## src/rtl/xs_pkg.sv

```systemverilog
package xs_pkg;
    localparam int DATA_W = 16;

    typedef enum logic [1:0] {
        XM_SINGLE     = 2'd0,
        XM_BLOCK      = 2'd1,
        XM_RPT_SINGLE = 2'd2,
        XM_RPT_BLOCK  = 2'd3
    } xfer_mode_e;

    typedef enum logic [1:0] {
        AM_FIXED = 2'd0,
        AM_INC   = 2'd1,
        AM_DEC   = 2'd2,
        AM_HOLD  = 2'd3
    } addr_mode_e;

    typedef enum logic [1:0] {
        ST_IDLE  = 2'd0,
        ST_READ  = 2'd1,
        ST_WRITE = 2'd2
    } seq_state_e;

    typedef struct packed {
        logic [1:0]        be;
        logic [DATA_W-1:0] data;
    } lane_t;

    function automatic logic mode_repeats(xfer_mode_e m);
        return m[1];
    endfunction

    function automatic logic mode_counted(xfer_mode_e m);
        return m[0];
    endfunction

    // pick the addressed byte out of a word, or pass the word through
    function automatic logic [DATA_W-1:0] extract_rd(logic byte_sz, logic lsb,
                                                     logic [DATA_W-1:0] w);
        if (!byte_sz) return w;
        return lsb ? {8'h00, w[15:8]} : {8'h00, w[7:0]};
    endfunction

    function automatic lane_t format_wr(logic byte_sz, logic lsb,
                                        logic [DATA_W-1:0] held);
        lane_t r;
        if (!byte_sz) begin
            r.be   = 2'b11;
            r.data = held;
        end else begin
            r.be   = lsb ? 2'b10 : 2'b01;
            r.data = {held[7:0], held[7:0]};
        end
        return r;
    endfunction
endpackage

```

## src/rtl/xs_addr_unit.sv

```systemverilog
module xs_addr_unit
    import xs_pkg::*;
#(
    parameter int AW = 16
) (
    input  logic          clk,
    input  logic          rst,
    input  logic          load,
    input  logic [AW-1:0] load_val,
    input  logic          restore,
    input  logic [AW-1:0] restore_val,
    input  logic          step,
    input  logic [1:0]    mode,
    input  logic          byte_sz,
    output logic [AW-1:0] addr
);
    addr_mode_e    am;
    logic [AW-1:0] incr;

    assign am   = addr_mode_e'(mode);
    assign incr = byte_sz ? AW'(1) : AW'(2);

    always_ff @(posedge clk) begin
        if (rst) begin
            addr <= '0;
        end else if (load) begin
            addr <= load_val;
        end else if (restore) begin
            addr <= restore_val;
        end else if (step) begin
            case (am)
                AM_INC:  addr <= addr + incr;
                AM_DEC:  addr <= addr - incr;
                default: addr <= addr;
            endcase
        end
    end
endmodule

```

## src/rtl/xs_lane.sv

```systemverilog
module xs_lane
    import xs_pkg::*;
(
    input  logic              byte_sz,
    input  logic              src_lsb,
    input  logic              dst_lsb,
    input  logic [DATA_W-1:0] rdata,
    input  logic [DATA_W-1:0] held,
    output logic [DATA_W-1:0] rd_pick,
    output lane_t             wr
);
    always_comb begin
        rd_pick = extract_rd(byte_sz, src_lsb, rdata);
        wr      = format_wr(byte_sz, dst_lsb, held);
    end
endmodule

```

## src/rtl/xs_ctrl.sv

```systemverilog
module xs_ctrl
    import xs_pkg::*;
#(
    parameter int CW = 8
) (
    input  logic          clk,
    input  logic          rst,
    input  logic          load,
    input  logic          arm,
    input  logic          abort,
    input  logic          trig,
    input  xfer_mode_e    mode,
    input  logic          reload,
    input  logic [CW-1:0] cnt_load,
    input  logic [CW-1:0] cnt_restore,
    output seq_state_e    state,
    output logic          step,
    output logic          restore,
    output logic          done
);
    logic          armed_q;
    logic          pend_q;
    logic [CW-1:0] remain_q;
    logic          last_xfer;
    logic          finish;

    assign last_xfer = !mode_counted(mode) || (remain_q <= CW'(1));
    assign finish    = (state == ST_WRITE) && last_xfer && !abort;
    assign restore   = finish && (reload || mode_repeats(mode));
    assign step      = (state == ST_WRITE) && !abort;

    always_ff @(posedge clk) begin
        if (rst) begin
            state    <= ST_IDLE;
            armed_q  <= 1'b0;
            pend_q   <= 1'b0;
            remain_q <= '0;
            done     <= 1'b0;
        end else if (abort) begin
            state   <= ST_IDLE;
            armed_q <= 1'b0;
            pend_q  <= 1'b0;
            done    <= 1'b0;
        end else begin
            done <= finish;
            if (load) remain_q <= cnt_load;
            if (arm) armed_q <= 1'b1;
            case (state)
                ST_IDLE: begin
                    if (armed_q && (trig || pend_q)) begin
                        state  <= ST_READ;
                        pend_q <= 1'b0;
                    end
                end
                ST_READ: begin
                    state <= ST_WRITE;
                    if (trig) pend_q <= 1'b1;
                end
                ST_WRITE: begin
                    if (trig) pend_q <= 1'b1;
                    if (last_xfer) begin
                        state <= ST_IDLE;
                        if (restore) remain_q <= cnt_restore;
                        else if (mode_counted(mode)) remain_q <= '0;
                        if (!mode_repeats(mode)) begin
                            armed_q <= 1'b0;
                            pend_q  <= 1'b0;
                        end
                    end else begin
                        state    <= ST_READ;
                        remain_q <= remain_q - CW'(1);
                    end
                end
                default: state <= ST_IDLE;
            endcase
        end
    end
endmodule

```

## src/rtl/xfer_seq_chan.sv

```systemverilog
module xfer_seq_chan
    import xs_pkg::*;
#(
    parameter int AW = 16,
    parameter int CW = 8
) (
    input  logic          clk,
    input  logic          rst,
    input  logic          load_i,
    input  logic          arm_i,
    input  logic          abort_i,
    input  logic          trig_i,
    input  logic [1:0]    mode_i,
    input  logic          reload_i,
    input  logic          byte_i,
    input  logic [1:0]    src_am_i,
    input  logic [1:0]    dst_am_i,
    input  logic [AW-1:0] src_base_i,
    input  logic [AW-1:0] dst_base_i,
    input  logic [CW-1:0] count_i,
    output logic          mem_req_o,
    output logic          mem_we_o,
    output logic [AW-1:0] mem_addr_o,
    output logic [1:0]    mem_be_o,
    output logic [15:0]   mem_wdata_o,
    input  logic [15:0]   mem_rdata_i,
    output logic          busy_o,
    output logic          done_o
);
    localparam int DW     = DATA_W;
    localparam int NSIDES = 2;

    typedef struct packed {
        logic [AW-1:0] src;
        logic [AW-1:0] dst;
        logic [CW-1:0] cnt;
    } reload_t;

    reload_t    rl_q;
    seq_state_e st;
    logic       step, restore;
    xfer_mode_e mode;

    logic [NSIDES-1:0][AW-1:0] side_load, side_rest, side_addr;
    logic [NSIDES-1:0][1:0]    side_mode;

    logic [DW-1:0] hold_q, rd_pick;
    lane_t         wr_lane;

    assign mode = xfer_mode_e'(mode_i);

    always_ff @(posedge clk) begin
        if (rst)         rl_q <= '0;
        else if (load_i) rl_q <= '{src: src_base_i, dst: dst_base_i, cnt: count_i};
    end

    xs_ctrl #(.CW(CW)) ctrl_i (
        .clk         (clk),
        .rst         (rst),
        .load        (load_i),
        .arm         (arm_i),
        .abort       (abort_i),
        .trig        (trig_i),
        .mode        (mode),
        .reload      (reload_i),
        .cnt_load    (count_i),
        .cnt_restore (rl_q.cnt),
        .state       (st),
        .step        (step),
        .restore     (restore),
        .done        (done_o)
    );

    // side 0 = source, side 1 = destination
    assign side_load = {dst_base_i, src_base_i};
    assign side_rest = {rl_q.dst, rl_q.src};
    assign side_mode = {dst_am_i, src_am_i};

    for (genvar s = 0; s < NSIDES; s++) begin : g_side
        xs_addr_unit #(.AW(AW)) addr_i (
            .clk         (clk),
            .rst         (rst),
            .load        (load_i),
            .load_val    (side_load[s]),
            .restore     (restore),
            .restore_val (side_rest[s]),
            .step        (step),
            .mode        (side_mode[s]),
            .byte_sz     (byte_i),
            .addr        (side_addr[s])
        );
    end

    xs_lane lane_i (
        .byte_sz (byte_i),
        .src_lsb (side_addr[0][0]),
        .dst_lsb (side_addr[1][0]),
        .rdata   (mem_rdata_i),
        .held    (hold_q),
        .rd_pick (rd_pick),
        .wr      (wr_lane)
    );

    always_ff @(posedge clk) begin
        if (rst)                hold_q <= '0;
        else if (st == ST_READ) hold_q <= rd_pick;
    end

    always_comb begin
        busy_o      = (st != ST_IDLE);
        mem_req_o   = busy_o;
        mem_we_o    = (st == ST_WRITE);
        mem_addr_o  = mem_we_o ? side_addr[1] : side_addr[0];
        mem_be_o    = mem_we_o ? wr_lane.be : 2'b11;
        mem_wdata_o = mem_we_o ? wr_lane.data : '0;
    end
endmodule

```

## config.mk

```make
export PLATFORM = sky130hd
export DESIGN_NAME = xfer_seq_chan
export DESIGN_NICKNAME = d
export VERILOG_FILES = /design/src/rtl/xs_pkg.sv /design/src/rtl/xs_addr_unit.sv /design/src/rtl/xs_lane.sv /design/src/rtl/xs_ctrl.sv /design/src/rtl/xfer_seq_chan.sv
export SDC_FILE = /design/constraint.sdc
export NUM_CORES = 1
export LEC_CHECK = 0
export ABC_AREA = 0
export BUFFER_PORTS_ARGS = -buffer_cell sky130_fd_sc_hd__buf_2
export CELL_PAD_IN_SITES_DETAIL_PLACEMENT = 0
export CELL_PAD_IN_SITES_GLOBAL_PLACEMENT = 1
export CORE_ASPECT_RATIO = 0.8
export CORE_UTILIZATION = 46
export DETAILED_ROUTE_END_ITERATION = 10
export PLACE_DENSITY_LB_ADDON = 0.05
export SETUP_SLACK_MARGIN = 0.02
export SLEW_MARGIN = 20
export SYNTH_ARGS = -nofsm -noshare
export SYNTH_HDL_FRONTEND = slang
export SYNTH_SLANG_ARGS = --single-unit
export TNS_END_PERCENT = 10
```

## constraint.sdc

```tcl
create_clock -name clk -period 8 [get_ports clk]
set_input_delay 0.8 -clock clk [delete_from_list [all_inputs] [get_ports clk]]
set_output_delay 0.8 -clock clk [all_outputs]
set_load 0.03 [all_outputs]
```

# Yosys cells after proc, flatten, opt, wreduce, memory -nomap -nowiden
# Index checks and enable logic that the tools add are counted.
[classes]
add_sub_neg = 5
n_lt_le_gt_ge = 1
eq_ne = 7
mux = 33
reduce_logical = 20
[op_table]
columns = ["op", "n"]
rows = [
  ["two-way mux 16 bit", 9],
  ["one-hot mux 16 bit (2 select lines)", 2],
  ["two-way mux 8 bit", 6],
  ["adder 16 bit", 2],
  ["subtractor 16 bit", 2],
  ["two-way mux 18 bit", 1],
  ["two-way mux 1 bit", 9],
  ["less-or-equal comparator 8 x 1 -> 1 bit (second input constant)", 1],
  ["two-way mux 2 bit", 4],
  ["nonzero test 4 bit", 2],
  ["subtractor 8 x 1 -> 8 bit (second input constant)", 1],
  ["equality test 2 x 1 -> 1 bit (second input constant)", 3],
  ["equality test 2 bit (second input constant)", 3],
  ["one-hot mux 2 bit (3 select lines)", 1],
  ["AND reduction 2 bit", 3],
  ["nonzero test 3 bit", 2],
  ["logical AND 1 bit", 5],
  ["logical OR 1 bit", 3],
  ["one-hot mux 1 bit (3 select lines)", 1],
  ["logical NOT 1 bit", 2],
  ["logical NOT 2 bit", 1],
  ["!= test 2 x 1 -> 1 bit (second input constant)", 1],
  ["nonzero test 2 bit", 1],
  ["OR reduction 2 bit", 1],
]
[totals]
register_bits = 101

# Longest topological paths before layout
# Gate-level depths: netlist of the first run.
[depth]
ltp_word = 8
depth_mapped = 13
ltp_nobuf = 11

# Hierarchy
# Synthesis of the first run repeated with hierarchy kept, for this count alone.
[unflattened]
hier_cells = 926
hier_area_um2 = 7651.1
[by_module_without_submodules]
columns = ["mod", "n_inst", "cells_each", "area_per_inst_um2", "seq_area_each_um2"]
rows = [
  ["xs_addr_unit", 2, 255, 1821.7, 320.3],
  ["xfer_seq_chan", 1, 241, 2511.2, 1121.1],
  ["xs_ctrl", 1, 138, 1128.6, 260.2],
  ["xs_lane", 1, 37, 367.9, 0.0],
]

# Least setup slack after synthesis of the first run
# OpenSTA, ideal clock, no wires.
[synth_timing]
path_kind = "input -> register"
startpoint = "input port dst_am_i[0]"
endpoint = "register g_side[1].addr_i.addr[15]"
arrival_ns = 3.501
setup_slack_ns = 4.420
stages = 13
path_buffers = 2
path_cell_list = "inv_1 > ha_1 > clkbuf_1 > clkbuf_1 > and2_1 > ha_1 > nor2b_1 > o311ai_0 > a22o_1 > a221oi_1 > mux2_2 > o21a_1 > o211ai_1"
[synth_between]
elab_chain_len = 5
elab_cells_between_ends = 8
cone_classes = "eq/ne (2); mux (4); reduce/logical (2)"
[synth_lines]
columns = ["item", "line_no", "rtl"]
rows = [
  ["start, declared", "xfer_seq_chan.sv:17", "input logic [1:0] dst_am_i,"],
  ["equality test 2 bit / equality test 2 x 1 -> 1 bit (equally long branches)", "xs_addr_unit.sv:31", "case (am)"],
  ["one-hot mux 16 bit (2 select lines)", "xs_addr_unit.sv:31", ""],
  ["two-way mux 16 bit", "xs_addr_unit.sv:30", "end else if (step) begin"],
  ["two-way mux 16 bit", "xs_addr_unit.sv:28", "end else if (restore) begin"],
  ["two-way mux 16 bit", "xs_addr_unit.sv:26", "end else if (load) begin"],
  ["end signal, assigned", "xs_addr_unit.sv:27", "addr <= load_val;"],
  ["end signal, assigned", "xs_addr_unit.sv:29", "addr <= restore_val;"],
  ["end signal, assigned", "xs_addr_unit.sv:32", "AM_INC: addr <= addr + incr;"],
  ["end, declared", "xs_addr_unit.sv:15", "output logic [AW-1:0] addr"],
]
# Parallel ways exist; a longest one is shown, timed or not. The select of a mux whose other input is x is not followed.
# A chain may end at the register's enable or synchronous reset.

# Final worst setup path of the first run
# Same ends and word-level chain as after synthesis.

==> summary by stage, run 1 <==
Outcome
The run finished with clean final reports.

Finish
In the layout the commonest cells are 106 x sky130_fd_sc_hd__nor2_1, 105 x sky130_fd_sc_hd__buf_2, 101 x sky130_fd_sc_hd__dfxtp_1. The repair_antennas step left the layout with diodes totalling 0. The layout overhead on the synthesized area is 10.95%. The final cell area excluding filler cells is 8149 µm². The proportion of layout cells with a drive suffix above 1 is 15.87%.

The library cell used most frequently in the layout, excluding fill and tap cells, is sky130_fd_sc_hd__nor2_1. The final-stage net count is roughly 1100.

GRT
The pin count of the biggest net entering global routing is 61. The total global routing overflow is 0. The via count of the first global-routing pass is 6346. The initial antenna violation count is 0. The global-route usage over all layers is 27.36%. The first-pass GRT wire length is ~35 mm.

Setup path
The critical path data required time is slightly above 8 ns. The cell depth of the worst flop-to-flop path is 8. For this design, the slowest cell found on the critical path is sky130_fd_sc_hd__ha_1.

Along the worst path, the maximum fanout reaches 23. The cell occurring most often along the worst timing path is sky130_fd_sc_hd__ha_1. The worst path arrival time is around 3.8 ns. The type of element capturing the critical path is a register.

The signal on the critical path passes through buf_2 > inv_1 > ha_1 > and2_1 > ha_1 > nor2b_1 > o311ai_0 > a22o_1 > a221oi_1 > mux2_2 > o21a_1 > o211ai_1. The delay of the slowest cell on the worst path is 0.65 ns. The worst setup path is of the in -> reg kind. The startpoint type of the worst setup path is a primary input.

Synth
The number of nets in the synthesized netlist is ~1100. Summing the sequential cell areas from Yosys gives 27.53% of the chip area. The number of synthesized flops with an enable pin is 0. The average size of a mapped cell is 7.619 µm². Synthesis produced a netlist whose cell count is 964. The total number of yosys warnings is 0.

In the synthesized netlist the async set-or-reset flop fraction comes to 0%. The number of flip-flops and latches in the synthesized netlist is 101. In the synthesized netlist the dominant register cell turns out to be sky130_fd_sc_hd__dfxtp_1. The synthesized netlist contains 84 unique library cells. The synthesized netlist occupies a cell area of 7345 µm².

Clock network
The number of setup buffers added after CTS is 0. CTS built an H-tree with a depth of 3. The number of clock sinks is a little over 100. The number of gates resized after CTS was 0.

After clock tree synthesis, the flow added hold-fix buffers numbering 0. TritonCTS built the clock tree. The clock latency reported for the late side of the worst-skew pair is approximately 0.35 ns. After clock tree synthesis, the clock-pin slew on the worst setup and hold paths is 0.07 ns.

Buffers inserted during clock tree synthesis total 9. Clock tree synthesis selected as its root buffer the cell sky130_fd_sc_hd__clkbuf_16. The maximum buffer depth of the clock tree is 2.

STA
The post-route fraction of the period consumed by the critical path is 44.32%. The total setup violations reported at the end of the flow is 0. Setup repair after global routing left no endpoint under its margin.

The slew at the pin with the worst max-slew slack is 1.011 ns. The final critical-path setup slack is roughly 4.5 ns. The clock period minus final worst setup slack is 3.546 ns. Based on the critical path, the design can be clocked at up to 282.0 MHz. On the final layout, the worst clock skew is 0.006654 ns. The final-layout setup total negative slack is 0 ns. The remaining max-slew budget at the tightest pin is 31.84%.

The total count of hold-check failures in the final report is 0. The number of pins exceeding their max-slew limit in the final report is 0.

Pwr
The relative contribution of sequential cells to total power is 44.6%. The clock network is responsible for 35.0% of the overall power. Dividing total power by cell area gives a power density of ~160 nW/µm². The largest vdd supply drop is between 0.0001 and 0.00015 V. In this run, the combinational gates consume between 20% and 30% of the power. The cell-internal power is 0.8851 mW. The analysis attributes to cell leakage a power of 3.318 nW. In this run the power spent charging and discharging nets is 0.4047 mW. The net switching share of the total power is a little under a third.

Floorplanning
The count of pins on the block boundary is 108. The initial utilization of the core area, before any placement, comes to between 40 and 50%. The die outline height is 115.0 µm.

The core region is 15310 µm². The floorplan row count is 40. The floorplan step defined a die boundary enclosing 16480 µm².

The horizontal die dimension is 143.3 µm.

Drt
In the routed design, unresolved DRC markers number 0. The number of detailed-routing iterations run before antenna repair is 5. Across all layers, the routed design uses 7173 vias. After the first detailed-routing iteration, the DRC count stood at 545. The number of nets with antenna violations after routing is 0. The routed wire length per instance is 17.77 µm.

The average via count per standard cell is 5.889. Summed over all layers, the routed wires come to 21.65 mm.

Worst hold path
The worst hold-check path type is reg -> reg. The number of cells on the worst hold path is 2.

Place
Input and output buffers added on the ports amount to 107. The wire-length estimate of the detail-placed layout is between 15 and 20 mm. The area of placed instances is 7860 µm². Timing analysis after detailed placement gives a worst setup slack of a little over 4 ns. The congestion estimate from routability-driven global placement came to 0.8815.

Run
The max-cap check violation count is 0.
==> logic make-up after synthesis <==
logic type | share of synthesized area [%]
AND/OR/NAND/NOR | 24.87
AO/OA/AOI/OAI | 24.41
buffers and inverters | 6.201
flip-flops | 27.53
multiplexers | 8.705
XOR/XNOR | 5.008
adder cells (fa/ha/maj) | 3.271
==> critical path: cells and delay by family <==
kind / cells / cell delay [ns]
AO/OA/AOI/OAI: 5 / 1.20
adder cells (fa/ha/maj): 2 / 0.79
AND/OR/NAND/NOR: 2 / 0.48
multiplexers: 1 / 0.39
buffers and inverters: 2 / 0.16
==> stage by stage <==
stage               hold WS (ns)  instances  utilization, %  total power, mW
finish                    0.4681       1218           53.21            1.290
global route              0.4859       1218           53.21            1.352
CTS                       0.4690       1218           53.21            1.296
detailed placement        0.4578       1203           51.32           0.8461
global placement          0.4532       1203           51.32           0.8457
floorplan                 0.4413        964               -           0.7721
==> cell type report <==
cell class / count / area (µm²)
multi-input combinational: 752 / 4870
inverter: 22 / 82.58
clock buffer: 10 / 229.0
timing repair buffer: 118 / 623.1
tap: 210 / 262.8
sequential: 101 / 2022
fill: 1545 / 7166
clock inverter: 5 / 60.06
==> metal layers <==
layer	share of wire, %	global-route usage, %	wire [µm]
met1	51	41.51	11090
met5	0	0	0
met3	5.6	4.623	1206
met4	1.3	5.603	274
met2	42	40.13	9079
==> power groups by stage <==
stage	Sequential [mW]	Clock (mW)	Combinational (mW)
after global routing	0.581	0.478	0.293
after global placement	0.585	0	0.260
after floorplan	0.556	0	0.216
final	0.575	0.452	0.263
after detailed placement	0.585	0	0.261
after CTS	0.574	0.460	0.262
==> Yosys cell counts, drive strengths merged (29+ instances only) <==
library cell    n  area share [%]
xnor2          29             3.5
nand2          78             4.0
nand3          31             2.1
nor2          108             5.8
mux2i          47             6.4
a21oi          74             5.0
nor2b          33             2.8
o21ai          44             3.2
nor3           38             2.6
dfxtp         101              28
clkbuf         64             3.3
==> sequential cells by signal, summed over array words and instances (netlist names) <==
| signal | flops |
|---|---|
| ctrl_i.state | 2 |
| g_side.addr_i.addr | 32 |
| ctrl_i.done | 1 |
| ctrl_i.pend_q | 1 |
| ctrl_i.remain_q | 8 |
| ctrl_i.armed_q | 1 |
| hold_q | 16 |
| rl_q | 40 |
==> worst paths after layout <==
path | to | start | slack [ns]
max | g_side[1].addr_i.addr[15]$_SDFFE_PP0P_ | dst_am_i[0] | 4.45
min | rl_q[21]$_SDFFE_PP0P_ | rl_q[21]$_SDFFE_PP0P_ | 0.47
min reg2reg | rl_q[21]$_SDFFE_PP0P_ | rl_q[21]$_SDFFE_PP0P_ | 0.47
max reg2reg | g_side[1].addr_i.addr[15]$_SDFFE_PP0P_ | ctrl_i.remain_q[2]$_SDFFE_PP0N_ | 4.80
No activity file was read; power rests on OpenSTA's default activity.
==> run 2: changes to the inputs <==
Settings changed: ABC_AREA 0 to 1, CORE_UTILIZATION 46 to 40.
Clock period 8 ns to 3.4 ns, I/O delays scaled along.
==> run 2 against run 1 <==
Compared with the run above:
- synthesized cell count rose by 28%
- hold slack got worse by 0.27 ns
- core utilization fell by 6.4 points
- die area rose by 14%
- first-iteration DRC count fell by 18%
- non-clock buffer count rose by 9
- wire length rose by 3.3%
- critical path depth did not move
==> summary by stage, run 2 <==
Finish
The commonest non-fill, non-tap cell in the layout is sky130_fd_sc_hd__nand2_1. From synthesis to final layout, the design area changed by 12.85%. 0 antenna diodes ended up in the layout. After routing the design area is 8265 µm². The number of fillers in the final layout is 1993. More flip-flops sit in one register than any other, and that register is rl_q. Cells fill 46.84% of the core in the end. The post-route netlist has 14.51% of its cells at a drive strength greater than 1.

In the final layout, flip-flops and latches occupy 2022 µm². The multi-input gate area in the final layout is 4409 µm². The largest registers in the layout are rl_q: 40 flops, g_side.addr_i.addr: 32 flops, hold_q: 16 flops. The number of standard cells in the layout, taps in and fillers out is between 1500 and 2000. The flip-flop count of the largest register after layout is 40. Leaving out fill and tap cells, the most frequent cells in the layout are 417 x sky130_fd_sc_hd__nand2_1, 143 x sky130_fd_sc_hd__inv_1, 108 x sky130_fd_sc_hd__a21oi_1. The final-stage net count is 1399.

Clock network
The maximum buffer depth of the clock tree is 2. TritonCTS built the clock tree. CTS built an H-tree with a depth of 3. The number of clock sinks is 101. The clock transition time at the flip-flop clock pins of the worst setup and hold paths is 0.08 ns. The number of CTS-inserted buffers is 9. Buffers added to address setup during post-CTS repair amount to 0.

The number of buffers inserted by hold repair at cts is 0. The cell chosen for the clock root is sky130_fd_sc_hd__clkbuf_16. Clock latency on the worst-skew pair, taken at its later pin, is 0.36 ns.

The number of gates resized after CTS was 0.

Synth
The number of cells produced by synthesis is approximately 1200. In the synthesized netlist the dominant register cell turns out to be sky130_fd_sc_hd__dfxtp_1. The largest total area in the synthesized netlist belongs to sky130_fd_sc_hd__dfxtp_1. By area the synthesized netlist is led by sky130_fd_sc_hd__dfxtp_1 28%, sky130_fd_sc_hd__nand2_1 21%, sky130_fd_sc_hd__a21oi_1 7.4%. The synthesized area is 7325 µm². Yosys mapped a number of flops with a built-in enable equal to 0. The most common cell in the netlist is sky130_fd_sc_hd__nand2_1. The area fraction of the dominant cell type after synthesis is 27.61%.

The total number of yosys warnings is 0. The number of flip-flops and latches in the synthesized netlist is 101. The number of different library cells used by synthesis comes to 39.

The async set-or-reset flop fraction in the synthesized netlist is 0%. The average size of a mapped cell is a little under 6 µm². The number of nets handed over by synthesis was 1323. Counting instances in the post-synthesis netlist gives the leading cell types as 417 x sky130_fd_sc_hd__nand2_1, 143 x sky130_fd_sc_hd__inv_1, 108 x sky130_fd_sc_hd__a21oi_1. The sequential element share of the synthesized area is 27.61%.

GRT
The via count of the first global-routing pass was 6910. The initial antenna violation count came to 0. Global routing used 36.21% of the available met1 tracks. The first-pass GRT wire length is around 36 mm. For met3 alone, demand over resource in global routing was 2.979%. In the global route stage, overall resource usage came out at 24.58%. For this run, global-route usage on met2 was measured as 38.21%. The global routing stage identified its most utilized layer as met2. Summed over all layers, the global routing overflow is 0. Entering global routing, the biggest net connects 57 pins.

STA
For the pin with the worst max-slew slack, the measured transition is 0.7412 ns. The total setup violations reported at the end of the flow is 0. The final-layout setup total negative slack is 0 ns. The post-route fraction of the period consumed by the critical path is 70.72%. The clock period minus final worst setup slack is 2.404 ns. Between clock sinks in the finished design, the worst skew comes to 0.008662 ns. Setup repair after global routing left no endpoint under its margin. The final critical-path setup slack is 0.9957 ns. The remaining max-slew budget at the tightest pin is 50.53%. The total count of hold-check failures in the final report is 0. The worst hold slack after final layout is around 0.2 ns.

The fmax is approximately 420 MHz. The number of pins exceeding their max-slew limit in the final report is 0.

Floorplanning
The die outline height is 123.0 µm. The die area is 18860 µm². The floorplan has 43 rows. The count of pins on the block boundary is 108. The core region is 17650 µm². The initial cell density of the core is between 40% and 50%. The horizontal die dimension is 153.3 µm.

Worst hold path
The min-delay analysis places its worst path in the category in -> reg.

Place
After detailed placement, the total cell area comes to 7978 µm². The detailed-placement wirelength estimate is 16.00 mm. At the placement stage, the worst setup path has a slack of 1.031 ns.

The number of buffer cells added on primary ports is between 100 and 150. The final weighted congestion of routability-driven global placement is 0.8871. After detailed placement, the design holds a cell count of 1525.

Setup path
The biggest fanout along the worst timing path is 26. The worst setup path is of the reg -> reg kind. The worst setup path is launched from a register.

The critical path data required time is 3.69 ns. The worst path arrival time is 2.69 ns. The type of element capturing the critical path is a register.

Pwr
The largest vdd supply drop is 0.0002203 V. The analysis attributes to cell leakage a power of 4.308 nW. The total power is 3.189 mW. The power density of the placed cells is just under 400 nW/µm².

Drt
In the routed design, unresolved DRC markers number 0. The average via count per standard cell is about 4.9. After the first detailed-routing iteration, the DRC count stood at approximately 450. Dividing the detail-routed wire length by the instance count gives ~15 µm. The first detailed-routing pass ran for 5 iterations.

The via total after detailed routing is about 7600. The routed design has 22.37 mm of wire. The number of nets with antenna violations after routing is 0.

Run
The max-cap check violation count is 0.

Outcome
The run finished with clean final reports.
run 2: changes by cell type in the layout (fill, tap and decap cells not counted), moves of 33 or more:
cell	change
sky130_fd_sc_hd__mux2i_1	-47
sky130_fd_sc_hd__o21ai_0	+53
sky130_fd_sc_hd__nor2b_1	-33
sky130_fd_sc_hd__a21oi_1	+34
sky130_fd_sc_hd__nand2_1	+340
sky130_fd_sc_hd__inv_1	+122
sky130_fd_sc_hd__nor3_1	-36
sky130_fd_sc_hd__nand3_1	+64
run 2: kinds of logic after synthesis:
group,Yosys count,share of synthesized area [%]
xor+xnor,17,2.033
buf+inv,213,12.23
fa+ha+maj,18,3.280
simple gates,650,37.36
flops,101,27.61
compound gates,236,17.49
run 2: metal layers:
layer  part of all wire, %  up-vias
li1                      -     4053
met1                    53     3400
met2                    43      145
met3                   3.4       13
met4                  0.84        0
met5                     0        -
run 2: path summary, 6_finish.rpt:
path                                   startpoint                               endpoint  slack, ns  cells past startpoint
setup / recovery  ctrl_i.remain_q[0]$_SDFFE_PP0N_  g_side[1].addr_i.addr[3]$_SDFFE_PP0P_        1.0                     12
hold / removal                              arm_i              ctrl_i.armed_q$_SDFF_PP0_       0.20                      3
setup reg to reg  ctrl_i.remain_q[0]$_SDFFE_PP0N_  g_side[1].addr_i.addr[3]$_SDFFE_PP0P_        1.0                     12
hold reg to reg           hold_q[10]$_SDFFE_PP0P_                hold_q[10]$_SDFFE_PP0P_       0.47                      2
run 2: area by class of cell:
class                   count  share of cell area [%]
clock buffers               9                   2.725
clock inverters             7                  0.7569
inverters                 151                   6.857
multi-input cells         921                   53.35
flip-flops and latches    101                   24.46
well taps                 225                   3.406
repair buffers            127                   8.447
run 2: report_power, final:
| part | internal [mW] | switching (mW) |
|---|---|---|
| logic | 0.272 | 0.527 |
| clock network | 0.517 | 0.541 |
| registers | 1.26 | 0.0756 |
run 2: critical path, stage by stage (launching register included):
cell and delay, ns:
sky130_fd_sc_hd__dfxtp_1 0.34, sky130_fd_sc_hd__inv_1 0.14, sky130_fd_sc_hd__ha_1 0.25, sky130_fd_sc_hd__or2_0 0.14, sky130_fd_sc_hd__nand4_1 0.07, sky130_fd_sc_hd__nand2_1 0.10, sky130_fd_sc_hd__nand3_2 0.28, sky130_fd_sc_hd__nand2_2 0.17
sky130_fd_sc_hd__inv_2 0.09, sky130_fd_sc_hd__o21ai_2 0.14, sky130_fd_sc_hd__buf_4 0.33, sky130_fd_sc_hd__o21ai_0 0.11, sky130_fd_sc_hd__a21oi_1 0.16
==> run 3: changes to the inputs <==
Settings changed: ABC_AREA 1 to 0, CORE_UTILIZATION 40 to 43.
Clock period 3.4 ns to 2.3 ns, I/O delays scaled along.
==> run 3 against run 2 <==
Compared with the run above:
- the flow now finishes with violations (negative setup slack)
- via count rose by 0.92%
- critical path depth fell by 3
- core utilization rose by 11 points
- clock skew grew 0.0017 ns
- sequential share of layout area is 3.2 points lower
- largest cell class unchanged
- largest power group unchanged
==> summary by stage, run 3 (synthesis gave the netlist of run 1 again) <==
Floorplanning
From left edge to right edge, the die measures 148.1 µm. For this configuration, the core starts out at a cell density of 44.23%. For this design the top-level I/O count stands at ~110.

The floorplan has 42 rows. The die outline height is 118.9 µm. The die area is 17610 µm². The core region is between 15000 and 20000 µm².

Drt
The number of detailed-routing iterations run before antenna repair is 5. The DRC violations left is 0. The routed wire length per instance is about 18 µm. For this block, the initial DRC count from the detailed router was about 390. Summed over all nets, wire length on met2 after detailed routing comes to between 10 and 15 mm. The top metal layer carrying routed signals is met5. The detailed router put a total of 11.43 mm of wire on met1. In the routed layout, each cell is associated on average with a via count of ~5.7. The number of nets with antenna violations after routing is 0. The met3 wire length is roughly 1.6 mm. After detailed routing, the total wire length is 24.04 mm. The via total after detailed routing is between 7000 and 8000.

Setup path
The worst path arrival time is around 2.6 ns. The startpoint type of the worst setup path is a register. Data on the critical path is required at its endpoint by 2.57 ns. Along the worst path, the maximum fanout reaches 11. The most numerous cell type found on the critical path is sky130_fd_sc_hd__a21oi_1. Walking the worst path, the cells encountered are or4_4 > o41a_1 > buf_6 > nor2_8 > buf_12 > nand2_1 > a21oi_1 > a21oi_1 > a311oi_1.

The kind of critical path is reg -> reg. The delay of the slowest cell on the worst path is 0.54 ns. The worst setup path is captured at a register. The highest-delay cell along the critical path is sky130_fd_sc_hd__or4_4.

Pwr
The static leakage is 4.050 nW. For this design the ratio of total power to cell area is 497.4 nW/µm². The completed layout was analyzed and its total power is 4.742 mW. The largest vdd supply drop is 0.0002980 V.

Clock network
The number of clock sinks is 101. The cell chosen for the clock root is sky130_fd_sc_hd__clkbuf_16. The number of CTS-inserted buffers is 9. Clock latency on the worst-skew pair, taken at its later pin, is 0.37 ns. The clock transition time at the flip-flop clock pins of the worst setup and hold paths is 0.08 ns. The longest clock path from root to sink contains 2 buffers. The TritonCTS clock tree is yes. In this run the number of H-tree levels came out at 3.

Finish
The top cell types in the final layout, fill and taps aside, are 116 x sky130_fd_sc_hd__buf_4, 105 x sky130_fd_sc_hd__nor2_1, 105 x sky130_fd_sc_hd__buf_2. The post-route core utilization is ~57%. The final cell area excluding filler cells is 9533 µm².

The number of inserted diodes is 0. The commonest non-fill, non-tap cell in the layout is sky130_fd_sc_hd__buf_4. Of the cells placed in the final design, the portion with a size suffix greater than 1 is 30.12%. The top register by number of flip-flops is rl_q. The largest registers in the layout are rl_q: 40 flops, g_side.addr_i.addr: 32 flops, hold_q: 16 flops. The flip-flop count of the largest register after layout is 40. Fill cells in the final layout number 1627. The multi-input gate area in the final layout is 5174 µm². For this run, the post-layout net count is 1212. In the final layout, flip-flops and latches occupy 2026 µm².

The layout overhead on the synthesized area is 29.80%.

STA
Across the routed clock network, the largest skew measured is between 0.01 and 0.015 ns. The post-route fraction of the period consumed by the critical path is 102.3%. Setup slack on the critical path of the routed design comes to -0.05222 ns. Setup violations remaining at the end of the flow were counted as 4.

At the pin with the least slew margin, the transition time is approximately 0.63 ns. In this run the tightest slew margin relative to its limit is 57.85%. The total count of hold-check failures in the final report came to 0. The fmax is roughly 430 MHz.

The number of pins exceeding their max-slew limit in the final report came to 0. The final-layout setup total negative slack is -0.09455 ns. The worst hold slack after final layout is approximately 0.1 ns.

The clock period minus final worst setup slack is ~2.4 ns. Setup repair after global routing could not meet its margin everywhere.

GRT
For this run the aggregate overflow at the end of global routing stands at 0. In the global route stage, overall resource usage came out at 27.72%. The via count of the first global-routing pass is 7139. The first-pass GRT wire length is between 30 and 40 mm. The initial antenna violation count is 2. Entering global routing, the biggest net connects 43 pins.

Place
The final weighted congestion of routability-driven global placement is around 0.89. The area of placed instances is 8807 µm². Input and output buffers added on the ports amount to 107. The detailed-placement wirelength estimate is 16.78 mm.

Outcome
The checks that failed: negative setup slack. The flow ran to the end, but the final reports show violations.

Run
Max-cap violations in this run came to 0.

Worst hold path
The worst hold-check path type is in -> reg.
[run 3: cell count changes in the layout (fill, tap and decap cells not counted), moves of 24 or more]
cell,before,now
sky130_fd_sc_hd__xnor2_1,5,29
sky130_fd_sc_hd__nor3_1,2,37
sky130_fd_sc_hd__buf_4,19,116
sky130_fd_sc_hd__nor2b_1,0,31
sky130_fd_sc_hd__mux2i_1,0,47
sky130_fd_sc_hd__a21oi_1,108,67
sky130_fd_sc_hd__inv_1,143,17
sky130_fd_sc_hd__nand3_1,95,31
sky130_fd_sc_hd__o21ai_0,93,34
sky130_fd_sc_hd__nand2_1,417,73
[run 3: worst paths after layout]
path                                                      start                                endpoint  slack (ns)  depth (start not counted)
worst max register to register  ctrl_i.remain_q[2]$_SDFFE_PP0N_  g_side[0].addr_i.addr[14]$_SDFFE_PP0P_       -0.05                          9
worst min register to register            rl_q[15]$_SDFFE_PP0P_                   rl_q[15]$_SDFFE_PP0P_        0.47                          2
worst min-delay path                            mem_rdata_i[10]                 hold_q[10]$_SDFFE_PP0P_         0.1                          3
worst max-delay path            ctrl_i.remain_q[2]$_SDFFE_PP0N_  g_side[0].addr_i.addr[14]$_SDFFE_PP0P_       -0.05                          9
[run 3: repair_timing]
item	4_1_cts	5_1_grt
gates resized for setup	31	43
endpoints found under the setup margin	41	41
pin swaps	14	25
hold buffers	0	0
setup buffers	6	4
gates cloned	2	0
[run 3: power breakdown]
group          switching (mW)  leakage [nW]  internal, mW  total [mW]
clock network           0.819         0.146         0.765        1.58
logic                   0.664          3.07         0.555        1.22
registers              0.0954         0.832          1.84        1.94
total                    1.58          4.05          3.16        4.74
[run 3: per-layer routing]
layer	track usage (%)	vias to the layer above
met3	5.326	29
met2	42.55	217
met1	39.09	3627
met4	8.119	2
li1	-	3806
met5	0	-
[run 3: worst max-delay path, delay by kind of cell (launching register included)]
family / cells / cell delay, ns
simple gates: 3 / 0.79
compound gates: 4 / 0.79
buf+inv: 2 / 0.34
flops: 1 / 0.32
[run 3: stage by stage]
stage	instances	setup WS [ns]
final	1349	-0.05222
after global routing	1349	-0.1425
after CTS	1345	-0.01919
after detailed placement	1321	-0.3528
after global placement	1321	-0.3176
after floorplan	964	-0.3705
[run 3: cell type report]
cell class                      instances  area share (%)
Sequential cell                       101           21.25
Clock buffer                            9           2.363
Clock inverter                          7          0.7613
Inverter                               22          0.9975
Timing Repair Buffer                  238           17.47
Multi-Input combinational cell        752           54.27
Tap cell                              220           2.888
